`config.mk`:
```
export PLATFORM = sky130hd
export DESIGN_NAME = pause_width_tx
export DESIGN_NICKNAME = d
export VERILOG_FILES = /design/src/rtl/pwtx_pkg.sv /design/src/rtl/pwtx_counter.sv /design/src/rtl/pwtx_shifter.sv /design/src/rtl/pause_width_tx.sv
export SDC_FILE = /design/constraint.sdc
export NUM_CORES = 1
export LEC_CHECK = 0
export ABC_AREA = 1
export ABC_CLOCK_PERIOD_IN_PS = 3190
export CORE_MARGIN = 1
export CORE_UTILIZATION = 45
export CTS_CLUSTER_SIZE = 25
export DETAILED_ROUTE_END_ITERATION = 6
export HOLD_SLACK_MARGIN = 0.03
export PLACE_DENSITY = 0.66
export SLEW_MARGIN = 20
export SYNTH_ARGS = -nofsm -noshare
export SYNTH_HDL_FRONTEND = slang
export SYNTH_HIERARCHICAL = 1
export SYNTH_SLANG_ARGS = --single-unit
```
`constraint.sdc`:
```
create_clock -name clk -period 3.19 [get_ports clk]
set_input_delay 0.957 -clock clk [delete_from_list [all_inputs] [get_ports clk]]
set_output_delay 0.957 -clock clk [all_outputs]
set_load 0.02 [all_outputs]
```
`src/rtl/pwtx_pkg.sv`:
```
package pwtx_pkg;

    typedef enum logic [1:0] {
        PW_IDLE  = 2'd0,
        PW_PAUSE = 2'd1,
        PW_MARK  = 2'd2,
        PW_TAIL  = 2'd3
    } pw_state_e;

    typedef struct packed {
        pw_state_e st;
        logic      sym;
        logic      adv;
        logic      done;
    } pw_ctl_s;

endpackage

```
`src/rtl/pwtx_counter.sv`:
```
module pwtx_counter #(
    parameter int W = 8
) (
    input  logic         clk,
    input  logic         rst_n,
    input  logic         clear,
    input  logic         inc,
    output logic [W-1:0] value
);
    localparam logic [W-1:0] TOP = {W{1'b1}};

    logic [W-1:0] cnt_d, cnt_q;

    always_comb begin
        cnt_d = cnt_q;
        if (clear) begin
            cnt_d = '0;
        end else if (inc && cnt_q != TOP) begin
            cnt_d = cnt_q + 1'b1;
        end
    end

    always_ff @(posedge clk or negedge rst_n) begin
        if (!rst_n) begin
            cnt_q <= '0;
        end else begin
            cnt_q <= cnt_d;
        end
    end

    assign value = cnt_q;
endmodule

```
`src/rtl/pwtx_shifter.sv`:
```
module pwtx_shifter #(
    parameter int MAX_BITS = 16,
    parameter int CNT_W    = 5
) (
    input  logic                clk,
    input  logic                rst_n,
    input  logic                load,
    input  logic                shift,
    input  logic [MAX_BITS-1:0] data_in,
    input  logic [CNT_W-1:0]    count_in,
    output logic                lsb,
    output logic                last
);
    localparam logic [CNT_W-1:0] CAP = CNT_W'(MAX_BITS);

    logic [MAX_BITS-1:0] data_d, data_q;
    logic [CNT_W-1:0]    left_d, left_q;

    always_comb begin
        data_d = data_q;
        left_d = left_q;
        if (load) begin
            data_d = data_in;
            left_d = (count_in > CAP) ? CAP : count_in;
        end else if (shift) begin
            data_d = data_q >> 1;
            left_d = (left_q != '0) ? left_q - 1'b1 : left_q;
        end
    end

    always_ff @(posedge clk or negedge rst_n) begin
        if (!rst_n) begin
            data_q <= '0;
            left_q <= '0;
        end else begin
            data_q <= data_d;
            left_q <= left_d;
        end
    end

    assign lsb  = data_q[0];
    assign last = (left_q <= CNT_W'(1));
endmodule

```
`src/rtl/pause_width_tx.sv`:
```
module pause_width_tx
    import pwtx_pkg::*;
#(
    parameter int MAX_BITS    = 16,
    parameter int CNT_W       = $clog2(MAX_BITS + 1),
    parameter int TIME_W      = 16,
    parameter int PAUSE_TICKS = 30,
    parameter int ONE_TICKS   = 150,
    parameter int ZERO_TICKS  = 90
) (
    input  logic                clk,
    input  logic                rst_n,
    input  logic                tick_en,
    input  logic                start,
    input  logic [MAX_BITS-1:0] tx_data,
    input  logic [CNT_W-1:0]    tx_bits,
    input  logic                ks_bit,
    output logic                ks_adv,
    output logic                carrier_on,
    output logic                done,
    output logic [TIME_W-1:0]   since_end
);
    localparam int MARK_ONE  = ONE_TICKS - PAUSE_TICKS;
    localparam int MARK_ZERO = ZERO_TICKS - PAUSE_TICKS;
    localparam int PH_W      = $clog2(ONE_TICKS + 1);
    localparam logic [PH_W-1:0] PAUSE_LAST = PH_W'(PAUSE_TICKS - 1);
    localparam logic [PH_W-1:0] ONE_LAST   = PH_W'(MARK_ONE - 1);
    localparam logic [PH_W-1:0] ZERO_LAST  = PH_W'(MARK_ZERO - 1);

    pw_ctl_s ctl_d, ctl_q;

    logic [PH_W-1:0] phase;
    logic            launch;
    logic            phase_end;
    logic            frame_end;
    logic            do_shift;
    logic            cur_lsb;
    logic            last_bit;
    logic            busy_w;

    assign busy_w = (ctl_q.st != PW_IDLE);
    assign launch = start && !busy_w;

    always_comb begin
        ctl_d      = ctl_q;
        ctl_d.adv  = 1'b0;
        ctl_d.done = 1'b0;
        phase_end  = 1'b0;
        frame_end  = 1'b0;
        do_shift   = 1'b0;
        unique case (ctl_q.st)
            PW_IDLE: begin
                if (launch) begin
                    ctl_d.st = (tx_bits == '0) ? PW_TAIL : PW_PAUSE;
                end
            end
            PW_PAUSE: begin
                if (tick_en && phase == PAUSE_LAST) begin
                    phase_end = 1'b1;
                    ctl_d.sym = cur_lsb ^ ks_bit;
                    ctl_d.adv = 1'b1;
                    ctl_d.st  = PW_MARK;
                end
            end
            PW_MARK: begin
                if (tick_en && phase == (ctl_q.sym ? ONE_LAST : ZERO_LAST)) begin
                    phase_end = 1'b1;
                    do_shift  = 1'b1;
                    ctl_d.st  = last_bit ? PW_TAIL : PW_PAUSE;
                end
            end
            PW_TAIL: begin
                if (tick_en && phase == PAUSE_LAST) begin
                    phase_end  = 1'b1;
                    frame_end  = 1'b1;
                    ctl_d.done = 1'b1;
                    ctl_d.st   = PW_IDLE;
                end
            end
            default: ctl_d.st = PW_IDLE;
        endcase
    end

    always_ff @(posedge clk or negedge rst_n) begin
        if (!rst_n) begin
            ctl_q <= '{st: PW_IDLE, sym: 1'b0, adv: 1'b0, done: 1'b0};
        end else begin
            ctl_q <= ctl_d;
        end
    end

    pwtx_counter #(.W(PH_W)) u_phase (
        .clk   (clk),
        .rst_n (rst_n),
        .clear (launch | phase_end),
        .inc   (tick_en & busy_w),
        .value (phase)
    );

    pwtx_counter #(.W(TIME_W)) u_since (
        .clk   (clk),
        .rst_n (rst_n),
        .clear (frame_end),
        .inc   (tick_en),
        .value (since_end)
    );

    pwtx_shifter #(.MAX_BITS(MAX_BITS), .CNT_W(CNT_W)) u_shift (
        .clk      (clk),
        .rst_n    (rst_n),
        .load     (launch),
        .shift    (do_shift),
        .data_in  (tx_data),
        .count_in (tx_bits),
        .lsb      (cur_lsb),
        .last     (last_bit)
    );

    assign ks_adv     = ctl_q.adv;
    assign done       = ctl_q.done;
    assign carrier_on = !(ctl_q.st == PW_PAUSE || ctl_q.st == PW_TAIL);
endmodule

```
### Word level (Yosys, flattened, before mapping)

Index checks and enable logic that the tools add are counted.

| storage, ports and cells | value |
|---|---|
| output and inout bits | 19 |
| bits in registers | 50 |
| bits of input ports | 26 |
| logic and storage cells | 71 |

| operators by class | value |
|---|---|
| bitwise logic cells | 3 |
| add/subtract/negate cells | 3 |
| reduce and logical (&&, ||, !) cells | 20 |
| equal/unequal tests | 11 |
| magnitude comparators | 2 |
| multiplexer cells | 24 |

Operators with widths:

| operator | count |
|---|---|
| 2-to-1 mux 16 bit | 4 |
| 2-to-1 mux 5 bit | 4 |
| adder 16 x 1 -> 16 bit (second input constant) | 1 |
| 2-to-1 mux 8 bit | 2 |
| != test 16 bit (second input constant) | 1 |
| 2-to-1 mux 2 bit | 5 |
| nonzero test 2 bit | 5 |
| adder 8 x 1 -> 8 bit (second input constant) | 1 |
| == test 8 x 5 -> 1 bit (second input constant) | 1 |
| == test 8 x 7 -> 1 bit | 1 |
| != test 2 bit (second input constant) | 4 |
| != test 8 bit (second input constant) | 1 |
| one-hot mux 2 bit (4 select lines) | 1 |
| 2-to-1 mux 7 bit | 1 |
| greater-than comparator 5 bit (second input constant) | 1 |
| <= comparator 5 x 1 -> 1 bit (second input constant) | 1 |
| logical AND 1 bit | 5 |
| zero test 5 bit | 1 |
| 2-to-1 mux 1 bit | 5 |
| nonzero test 5 bit | 1 |
| subtractor 5 x 1 -> 5 bit (second input constant) | 1 |
| == test 2 bit (second input constant) | 2 |
| 2-to-1 mux 4 bit | 1 |
| AND reduction 2 bit | 2 |
| other kinds (10) | 11 |

### Logic depth before layout (Yosys ltp)

Gate-level depths: netlist of the first run.

| depth | value |
|---|---|
| word-level depth | 7 |
| mapped depth | 13 |
| mapped depth without buffers | 13 |

### Hierarchy

The synthesis of the first run kept the hierarchy.

By module, submodules not included:

| module | sequential area each (um2) | area an instance (um2) | instances | cells each |
|---|---|---|---|---|
| pwtx_shifter | 525.5 | 1151.1 | 1 | 138 |
| pwtx_counter at u_since | 400.4 | 1037.2 | 1 | 144 |
| pwtx_counter at u_phase | 200.2 | 511.7 | 1 | 74 |
| pause_width_tx | 125.1 | 396.6 | 1 | 57 |

### Worst setup path after synthesis of the first run

No wires, ideal clock.

| timing | value |
|---|---|
| kind | input to register |
| start point | input tick_en |
| end point | register u_since.cnt_q[15], in the netlist u_since/value[15] |
| buffers on the path | 1 |
| arrival time | 1965 ps |
| setup time | 119 ps |
| stages on the path | 6 |
| data required time | 3071 ps |
| path slack | 1106 ps |
| cell sequence | nand4_1 -> nor3_1 -> inv_1 -> buf_1 -> nand4_1 -> nand2_1 |

RTL lines:

| item | RTL line | RTL |
|---|---|---|
| start, declared | pause_width_tx.sv:13 | `input logic tick_en,` |
| end signal, assigned | pwtx_counter.sv:27 | `cnt_q <= cnt_d;` |
| end, declared | pwtx_counter.sv:12 | `logic [W-1:0] cnt_d, cnt_q;` |

### Worst setup path in the final report of the first run

| timing | value |
|---|---|
| start point | input tick_en |
| end point | register u_shift.data_q[7] |

| between the ends | value |
|---|---|
| cells in the longest elaborated chain, start to end | 4 |

Ends and longest elaborated chain:

| item | RTL line | RTL |
|---|---|---|
| logical AND 1 bit | pause_width_tx.sv:66 | `if (tick_en && phase == (ctl_q.sym ? ONE_LAST : ZERO_LAST)) begin` |
| 2-to-1 mux 1 bit | pause_width_tx.sv:66 |  |
| 2-to-1 mux 1 bit | pause_width_tx.sv:51 | `unique case (ctl_q.st)` |
| net do_shift | pause_width_tx.sv:36 | `logic do_shift;` |
| nonzero test 2 bit (no line) | -- |  |
| end signal, assigned | pwtx_shifter.sv:36 | `data_q <= data_d;` |
| end, declared | pwtx_shifter.sv:16 | `logic [MAX_BITS-1:0] data_d, data_q;` |

The timed path passes the listed nets, and every way through them passes these cells.
A chain may end at the register's enable or synchronous reset.

==> summary.md, run 1 <==
| Metric | Value |
|---|---|
| Switching part of the total | 0.331 |
| Setup ws final | a little under 0.7 ns |
| Total core area | ~6500 µm² |
| Synthesized cell area | 3100 µm² |
| Tot Pwr | 1.50 mW |
| Root Buffer | clkbuf_8 |
| Top cell type's share of synthesized area | 0.404 |
| Leakage | 1.76 nW |
| Antenna Nets Post-Route | 0 |
| Synth top area cells | dfrtp_1 (40%), nand2_1 (13%), inv_1 (6.4%), nand3_1 (4.8%), o21ai_1 (4.2%) |
| Post-synth EDFFs | 0 |
| Commonest non-fill, non-tap cell in the layout | nand2_1 |
| Vias in the first global route | 2588 |
| Die area | roughly 7200 µm² |
| First-pass GRT wire length | 11500 µm |
| Die Wd | approximately 85 µm |
| TritonRoute pass-1 iters | 6 |
| N_diodes | 0 |
| DRC | 3 |
| Most frequent cells in the layout | nand2_1 (111), inv_1 (53), dfrtp_1 (50) |
| Failing checks | DRC |
| WP data required | 3.38 ns |
| Final period util | 0.785 |
| Yosys warnings | 6 |
| Register share of total power | 0.523 |
| Area leader, netlist | dfrtp_1 |
| Clock-pin slew on the worst setup and hold paths | approximately 0.08 ns |
| CTS tree | done |
| Hold WC Path Type | register to register |
| Max-cap violation count | 0 |
| Average size of a mapped cell | 7.50 µm² |
| Met3 usage | 0.0360 |
| Final hold violations | 0 |
| Clock buffer depth | 2 |
| Final Wtd Congestion | approximately 0.84 |
| Actual slew at the worst max-slew pin | 0.622 ns |
| Minimum clock period | 2.50 ns |
| Post-Syn Nets | approximately 440 |
| Fillers | 633 |
| Status | finished, violations left |
| Worst Setup SP | tick_en |
| Vias per cell | 5.03 |
| Met1 Track Usage GR | 0.262 |
| Gate power share | 0.239 |
| Remaining global-route overflow | 0 |
| Crit. End Element | register |
| Cells after DPL | 530 |
| Post-synth top flop | dfrtp_1 |
| GRT busiest layer | met2 |
| R2R setup slack | 1.34 ns |
| Synthesis-to-layout area growth | 18.4% |
| Cell Area, Placed | roughly 3600 µm² |
| M2 GR Usage | 0.326 |
| R2R depth | 9 |
| Post-cts sizing count | 0 |
| Detailed Route WL | 6470 µm |
| # port buffers | between 40 and 50 |
| DR vias | 2699 |
| Row count | 29 |
| Cts bufs inserted | 5 |
| WP data arrival | 2.70 ns |
| F_max | 0.399 GHz |
| Register area share after synthesis | 0.404 |
| Final Non-Filler Cells | approximately 540 |
| Routed len/inst | 12.0 µm |
| H-tree Lvls | 2 |
| Worst R2R End | u_since/value[2] |
| Startpoint types | primary input |
| Library cells used by synthesis | 38 |
| Worst-path fanout max | 12 |
| Clock share of power | 0.238 |
| #FFs+latches synth | 50 |
| Setup WS pre-CTS | approximately 0.36 ns |
| Final Max Slew Viols | 0 |
| Total GRT Usage | 0.196 |
| Peak VDD IR | between 200 and 250 µV |
| CP endpoint | u_shift/data_q[7] |
| Initial Utilization | 0.477 |
| Hold_buf cts | 0 |
| Unrepaired setup endpoints after global routing | no |
| Endpoints failing setup | 0 |
| Number of antenna violations at the first check in global routing | 0 |
| Net Sw Power | 0.494 mW |
| Worst skew pair latency | 0.31 ns |
| Slew margin rel. | 0.585 |
| Setup Fix Bufs, Post-CTS | 0 |
| Initial DRC count | 105 |
| Reg-to-Reg Start | u_since/value[0] |
| Sum of negative setup slack | 0 ns |
| Power Dens Cells | just over 400 nW/µm² |
| Largest net degree at the start of global routing | 51 |
| Hpwl dp | 4790 µm |
| Design Area, Final | 3670 µm² |
| Setup CP Type | primary input to register |
| Top Ports | 45 |
| Die H | 85.0 µm |
| Synthesized instance count | 413 |
| CTS Sinks | 50 |
| Ys async rst share | 1.00 |
| Share of cells above drive strength 1 | 0.130 |
| Fin Clk Skew | 0.0145 ns |
| P_int | 1.00 mW |
| Final net count | 490 |
==> final cells by class <==
cell class	count	area (µm²)	area share
Tap cell	77	96.3	0.0263
Timing Repair Buffer	49	473	0.129
Multi-Input combinational cell	291	1520	0.415
Sequential cell	50	1250	0.341
Clock buffer	7	76.3	0.0208
Inverter	63	249	0.0679
==> synthesized netlist by cell type (5+ instances only) <==
cell and count:
nand2_4 6, inv_1 53, inv_2 7, o21ai_1 26, nor3_1 5, o21ai_2 9
a21oi_1 8, dfrtp_1 50, o21ai_0 11, nand3_1 30, nand2_1 111, nor2_1 32
nand2_2 7, nand4_1 10
==> critical path, cell delays in order <==
cell	delay (ns)
clkdlybuf4s50_1	0.54
nand2_1	0.08
inv_1	0.06
nand2_1	0.05
nor2_1	0.10
nand4_2	0.13
inv_1	0.19
inv_2	0.15
nand2_4	0.17
buf_4	0.21
o21ai_2	0.06
==> cells by family after synthesis <==
group / count (synthesis) / synth area share
buf+inv: 72 / 0.105
compound gates: 67 / 0.135
simple gates: 214 / 0.323
xor+xnor: 6 / 0.0170
fa+ha+maj: 4 / 0.0162
flops: 50 / 0.404
==> stage by stage <==
step / util / hold slack, ns
floorplan: - / 0.453
detailed placement: 0.553 / 0.477
finish: 0.564 / 0.501
CTS: 0.564 / 0.498
global route: 0.564 / 0.535
global placement: 0.553 / 0.473
==> sequential cells by signal, indices dropped and copies added, names as in the netlist <==
| signal | cells |
|---|---|
| u_shift/left_q | 5 |
| u_since/value | 16 |
| u_shift/data_q | 16 |
| u_phase/value | 8 |
| ks_adv | 1 |
| done | 1 |
| ctl_q | 3 |
==> power by group through the flow <==
stage                     clock network [mW]  logic (mW)  registers (mW)
after floorplan                            0       0.199           0.801
after global placement                     0       0.352           0.794
after detailed placement                   0       0.359           0.794
after CTS                              0.371       0.360           0.782
after global routing                   0.390       0.402           0.796
final                                  0.357       0.357           0.782
==> per-layer routing <==
metal | wire length, µm | vias to the layer above
met3 | 198 | 8
met4 | 78 | 0
met2 | 3000 | 44
li1 | - | 1407
met5 | 0 | -
met1 | 3200 | 1240
==> worst min path at each step <==
stage | from | end | depth (start not counted)
floorplan | u_shift/data_q[3] | u_shift/data_q[3] | 2
global placement | u_shift/data_q[4] | u_shift/data_q[4] | 2
detailed placement | u_shift/data_q[4] | u_shift/data_q[4] | 2
CTS | u_shift/data_q[4] | u_shift/data_q[4] | 2
global route | u_shift/data_q[3] | u_shift/data_q[3] | 2
finish | u_shift/data_q[4] | u_shift/data_q[4] | 2
Power figures use the tool's default switching activity.
==> run 2: changes to the inputs <==
Settings changed: ABC_CLOCK_PERIOD_IN_PS 3190 to 2480.
Clock period 3.19 ns to 2.48 ns, I/O delays scaled along.
==> run 2 against run 1 <==
  * The run still ends with DRC left
  * Global-route usage rose by 0.30 points
  * Via count increased by 2.1%
  * Register-to-register slack worse by 0.63 ns
  * First-iteration DRC count is 6.7% higher
  * Largest cell class unchanged
  * Hold slack lost 0.10 ns
  * Die area unchanged
  * Non-clock buffer count is 10 higher
==> summary.md, run 2 (synthesis gave the netlist of run 1 again) <==
| Metric | Value |
|---|---|
| Hold WC Path Type | primary input to asynchronous set/reset pin (was register to register) |
| Vias per cell | 5.04 (was 5.03) |
| # port buffers | 44 (unchanged) |
| Final period util | 0.886 |
| Initial DRC count | 112 (was 105) |
| Worst skew pair latency | 0.30 ns (was 0.31 ns) |
| F_max | 0.455 GHz |
| CTS tree | done (unchanged) |
| Crit. End Element | primary output (was register) |
| CTS Sinks | 50 (unchanged) |
| Design Area, Final | 3790 µm² (was 3670 µm²) |
| TritonRoute pass-1 iters | 7 (was 6) |
| Vias in the first global route | 2571 (was 2588) |
| Cts bufs inserted | 5 (unchanged) |
| Detailed Route WL | 6620 µm (was 6470 µm) |
| Die area | 7220 µm² (unchanged) |
| Power Dens Cells | 545 nW/µm² (was 408 nW/µm²) |
| Commonest non-fill, non-tap cell in the layout | nand2_1 (unchanged) |
| Setup CP Type | register to primary output (was primary input to register) |
| Clock-pin slew on the worst setup and hold paths | 0.09 ns (was 0.08 ns) |
| Clock share of power | 0.284 (was 0.238) |
| Gate power share | 0.229 (was 0.239) |
| WP data arrival | 1.45 ns (was 2.70 ns) |
| Largest net degree at the start of global routing | 32 (was 51) |
| Failing checks | DRC (unchanged) |
| P_int | 1.42 mW (was 1.00 mW) |
| Share of cells above drive strength 1 | 0.153 (was 0.130) |
| Final Wtd Congestion | 0.788 (was 0.837) |
| Slew margin rel. | 0.660 (was 0.585) |
| H-tree Lvls | 2 (unchanged) |
| Leakage | 1.84 nW (was 1.76 nW) |
| Endpoints failing setup | 0 (unchanged) |
| Clock buffer depth | 2 (unchanged) |
| Fin Clk Skew | 0.00526 ns (was 0.0145 ns) |
| Setup Fix Bufs, Post-CTS | 0 (unchanged) |
| Max-cap violation count | 0 (unchanged) |
| Root Buffer | clkbuf_8 (unchanged) |
| Startpoint types | register (was primary input) |
| Antenna Nets Post-Route | 0 (unchanged) |
| Synthesis-to-layout area growth | 22.4% (was 18.4%) |
| Hpwl dp | 5000 µm (was 4790 µm) |
| Final hold violations | 0 (unchanged) |
| Net Sw Power | 0.644 mW (was 0.494 mW) |
| Top Ports | 45 (unchanged) |
| N_diodes | 0 (unchanged) |
| Number of antenna violations at the first check in global routing | 0 (unchanged) |
| Total GRT Usage | 0.199 (was 0.196) |
| Register share of total power | 0.487 (was 0.523) |
| Final net count | 500 (was 490) |
| Switching part of the total | 0.311 (was 0.331) |
| Final core occ | 0.584 (was 0.564) |
| Total core area | 6490 µm² (unchanged) |
| Unrepaired setup endpoints after global routing | no (unchanged) |
| Worst-path fanout max | 3 (was 12) |
| Sum of negative setup slack | 0 ns (unchanged) |
| Row count | 29 (unchanged) |
| Post-cts sizing count | 0 (unchanged) |
| DRC | 3 (unchanged) |
| DR vias | 2757 (was 2699) |
| Most frequent cells in the layout | nand2_1 (111), inv_1 (53), dfrtp_1 (50) (unchanged) |
| Remaining global-route overflow | 0 (unchanged) |
| Routed len/inst | 12.1 µm (was 12.0 µm) |
| Actual slew at the worst max-slew pin | 0.511 ns (was 0.622 ns) |
| Final Max Slew Viols | 0 (unchanged) |
| Die H | 85.0 µm (unchanged) |
| First-pass GRT wire length | 11700 µm (was 11500 µm) |
| Peak VDD IR | 245 µV (was 200 µV) |
| Cell Area, Placed | 3680 µm² (was 3590 µm²) |
| Die Wd | 85.0 µm (unchanged) |
| Hold_buf cts | 0 (unchanged) |
| WP data required | 1.74 ns (was 3.38 ns) |
| Status | finished, violations left (unchanged) |
| Minimum clock period | 2.20 ns |
| Initial Utilization | 0.477 (unchanged) |
[run 2: cell types whose count changed in the layout (fill, tap and decap cells not counted)]
cell | previous run | this run
clkbuf_1 | 2 | 0
bufinv_16 | 0 | 1
clkbuf_8 | 5 | 6
buf_4 | 5 | 14
buf_12 | 0 | 1
[run 2: area by class of cell]
| cell class | instances | area (µm²) |
|---|---|---|
| fillers | 623 | 2710 |
| multi-input cells | 291 | 1520 |
| flip-flops and latches | 50 | 1250 |
| repair buffers | 59 | 561 |
| inverters | 63 | 249 |
| well taps | 77 | 96.3 |
| clock buffers | 6 | 82.6 |
| clock inverters | 1 | 30.0 |
[run 2: final timing paths]
kind,from,to,slack (ns),depth (start not counted)
max,ctl_q[3],carrier_on,0.28,2
min,rst_n,u_phase/value[6],0.40,1
max reg2reg,u_phase/value[2],u_since/value[4],0.71,9
min reg2reg,u_shift/data_q[3],u_shift/data_q[3],0.50,2
max in group asynchronous,rst_n,u_since/value[1],1.54,2
min in group clk,u_shift/data_q[3],u_shift/data_q[3],0.50,2
[run 2: power by group through the flow]
stage | registers [mW] | clock network [mW] | logic (mW)
floorplan | 1.03 | 0 | 0.256
global placement | 1.02 | 0 | 0.463
detailed placement | 1.02 | 0 | 0.473
CTS | 1.00 | 0.611 | 0.477
global route | 1.02 | 0.644 | 0.532
finish | 1.01 | 0.588 | 0.474
[run 2: worst max-delay path, stage by stage (launching register included)]
cell and delay, ns:
dfrtp_1 0.41, inv_1 0.13, clkdlybuf4s50_1 0.62
[run 2: metal layers]
layer,wire (µm),up-vias,GRT usage
met5,0,-,0
met2,3180,51,0.337
met1,3170,1270,0.267
met3,205,5,0.0350
met4,61,0,0.0462
li1,-,1431,-
[run 2: stage by stage]
step	hold slack, ns	power [mW]	instances	setup slack (ns)
after floorplan	0.448	1.29	413	0.609
after global placement	0.475	1.48	540	0.0732
after detailed placement	0.487	1.49	540	0.0436
after CTS	0.412	2.09	547	0.261
after global routing	0.425	2.20	547	0.191
final	0.399	2.07	547	0.283
==> run 3: changes to the inputs <==
Settings changed: ABC_CLOCK_PERIOD_IN_PS 2480 to 2200.
Clock period 2.48 ns to 2.2 ns, I/O delays scaled along.
==> run 3 against run 2 <==
  * The run still ends with DRC left
  * Via count increased by 1.6%
  * Flip-flop and latch count unchanged
  * First-iteration DRC count increased by 8.0%
  * Cell count increased by 2.0%
  * Sequential share of layout area decreased by 0.36 points
  * Combinational power increased by 13%
==> summary.md, run 3 (synthesis gave the netlist of run 1 again) <==
| Metric | Value |
|---|---|
| Remaining global-route overflow | 0 (unchanged) |
| Instance count on the critical path | 2 (unchanged) |
| Final period util | 0.957 |
| Routed len/inst | 11.9 µm (was 12.1 µm) |
| H-tree Lvls | 2 (unchanged) |
| Unrepaired setup endpoints after global routing | no (unchanged) |
| Final hold violations | 0 (unchanged) |
| Die area | 7220 µm² (unchanged) |
| Initial DRC count | 121 (was 112) |
| Top Ports | 45 (unchanged) |
| DRC | 3 (unchanged) |
| Detailed Route WL | 6660 µm (was 6620 µm) |
| Tot Pwr | 2.23 mW (was 2.07 mW) |
| Synthesis-to-layout area growth | 23.7% (was 22.4%) |
| Actual slew at the worst max-slew pin | 0.461 ns (was 0.511 ns) |
| Commonest non-fill, non-tap cell in the layout | nand2_1 (unchanged) |
| Crit path max-delay cell type | clkdlybuf4s50_1 (unchanged) |
| Clock share of power | 0.251 (was 0.284) |
| P_int | 1.50 mW (was 1.42 mW) |
| Cts bufs inserted | 5 (unchanged) |
| Reg-to-Reg Start | u_phase/value[5] (was u_phase/value[2]) |
| Status | finished, violations left (unchanged) |
| Failing checks | DRC (unchanged) |
| Endpoints failing setup | 0 (unchanged) |
| Clock-pin slew on the worst setup and hold paths | 0.09 ns (about the same) |
| N_diodes | 0 (unchanged) |
| Max-cap violation count | 0 (unchanged) |
| Setup Fix Bufs, Post-CTS | 0 (unchanged) |
| Setup CP Type | register to primary output (unchanged) |
| Clock buffer depth | 2 (unchanged) |
| Fillers | 624 (was 623) |
| Most frequent cells in the layout | nand2_1 (111), inv_1 (53), dfrtp_1 (50) (unchanged) |
| DR vias | 2800 (was 2757) |
| R2R depth | 12 (was 9) |
| Cell Area, Placed | 3740 µm² (was 3680 µm²) |
| Worst-path fanout max | 3 (unchanged) |
| Number of antenna violations at the first check in global routing | 0 (unchanged) |
| Total core area | 6490 µm² (unchanged) |
| Leakage | 1.87 nW (was 1.84 nW) |
| Post-cts sizing count | 0 (unchanged) |
| Hpwl dp | 5150 µm (was 5000 µm) |
| Power Dens Cells | 582 nW/µm² (was 545 nW/µm²) |
| Die H | 85.0 µm (unchanged) |
| CP max stage delay | 0.62 ns (about the same) |
| Hold_buf cts | 0 (unchanged) |
| Largest net degree at the start of global routing | 21 (was 32) |
| Design Area, Final | 3830 µm² (was 3790 µm²) |
| Fin Clk Skew | 0.0118 ns (was 0.00526 ns) |
| Vias in the first global route | 2713 (was 2571) |
| Worst R2R End | u_phase/value[1] (was u_since/value[4]) |
| Minimum clock period | 2.10 ns |
| Delay-heaviest family, CP | buffers and inverters (unchanged) |
| Slew margin rel. | 0.692 (was 0.660) |
| Worst skew pair latency | 0.31 ns (was 0.30 ns) |
| R2R setup slack | 0.59 ns (was 0.71 ns) |
| Total GRT Usage | 0.202 (was 0.199) |
| CTS Sinks | 50 (unchanged) |
| Hold WC Path Type | primary input to asynchronous set/reset pin (unchanged) |
| Register share of total power | 0.510 (was 0.487) |
| TritonRoute pass-1 iters | 7 (unchanged) |
| First-pass GRT wire length | 11900 µm (was 11700 µm) |
| CP endpoint | carrier_on (unchanged) |
| Crit. End Element | primary output (unchanged) |
| CP Buf/Inv Count | 2 (unchanged) |
| Initial Utilization | 0.477 (unchanged) |
| Net Sw Power | 0.736 mW (was 0.644 mW) |
| Final net count | 510 (was 500) |
| Startpoint types | register (unchanged) |
| Root Buffer | clkbuf_8 (unchanged) |
| WP data arrival | 1.44 ns (was 1.45 ns) |
| Switching part of the total | 0.330 (was 0.311) |
| Peak VDD IR | 413 µV (was 245 µV) |
| F_max | 0.475 GHz |
| Row count | 29 (unchanged) |
| CTS tree | done (unchanged) |
| Final Wtd Congestion | 0.816 (was 0.788) |
| Crit path cell chain | inv_1 -> clkdlybuf4s50_1 (unchanged) |
| # port buffers | 44 (unchanged) |
| Die Wd | 85.0 µm (unchanged) |
| Vias per cell | 5.02 (was 5.04) |
| Gate power share | 0.239 (was 0.229) |
| Worst Setup SP | ctl_q[3] (unchanged) |
| Final Max Slew Viols | 0 (unchanged) |
| Antenna Nets Post-Route | 0 (unchanged) |
| Share of cells above drive strength 1 | 0.170 (was 0.153) |
| WP data required | 1.54 ns (was 1.74 ns) |
run 3: worst min path at each step:
stage	startpoint	endpoint	slack, ns	cells after the start
finish	rst_n	u_phase/value[6]	0.30	1
global route	rst_n	u_phase/value[3]	0.33	1
detailed placement	u_shift/data_q[4]	u_shift/data_q[4]	0.48	2
global placement	u_shift/data_q[3]	u_shift/data_q[3]	0.48	2
CTS	rst_n	u_phase/value[6]	0.31	1
floorplan	rst_n	ctl_q[2]	0.36	0
run 3: power groups by stage:
stage | clock, mW | sequential, mW | combinational, mW
2_1_floorplan | 0 | 1.16 | 0.289
3_3_place_gp | 0 | 1.15 | 0.525
3_5_place_dp | 0 | 1.16 | 0.534
4_1_cts | 0.582 | 1.14 | 0.536
5_1_grt | 0.609 | 1.15 | 0.595
6_report | 0.559 | 1.14 | 0.534
run 3: per-stage QoR:
| step | hold slack, ns | std cells | TNS, ns | util | setup WS (ns) |
|---|---|---|---|---|---|
| final | 0.298 | 558 | 0 | 0.590 | 0.0950 |
| after global routing | 0.327 | 558 | 0 | 0.590 | 0.0380 |
| after CTS | 0.307 | 558 | 0 | 0.590 | 0.0671 |
| after detailed placement | 0.479 | 550 | -1.34 | 0.576 | -0.114 |
| after global placement | 0.476 | 550 | -0.667 | 0.576 | -0.0678 |
| after floorplan | 0.364 | 413 | 0 | - | 0.413 |
run 3: final cells by class:
| class | instances | area, µm² | area share |
|---|---|---|---|
| tap | 77 | 96.3 | 0.0251 |
| timing repair buffer | 69 | 623 | 0.163 |
| clock buffer | 7 | 86.3 | 0.0225 |
| clock inverter | 1 | 5.00 | 0.00131 |
| sequential | 50 | 1250 | 0.327 |
| multi-input combinational | 291 | 1520 | 0.397 |
| inverter | 63 | 249 | 0.0650 |
run 3: metal layers:
layer  routed length, µm  part of all wire  GRT usage  up-vias
li1                    -                 -          -     1455
met1                3190              0.48      0.259     1276
met2                3170              0.48      0.348       62
met3                 230             0.035     0.0340        7
met4                  71             0.011     0.0678        0
met5                   0                 0          0        -
run 3: worst register-to-register path: stages (launching register included):
cell and delay (ns):
dfrtp_1 0.50, nand2_1 0.09, inv_1 0.06, nand2_1 0.05, nor2_1 0.10, nand4_2 0.10, buf_4 0.16, nand2_2 0.05
inv_1 0.09, nand2_4 0.13, clkinv_4 0.07, nand2_1 0.05, nand2_1 0.05
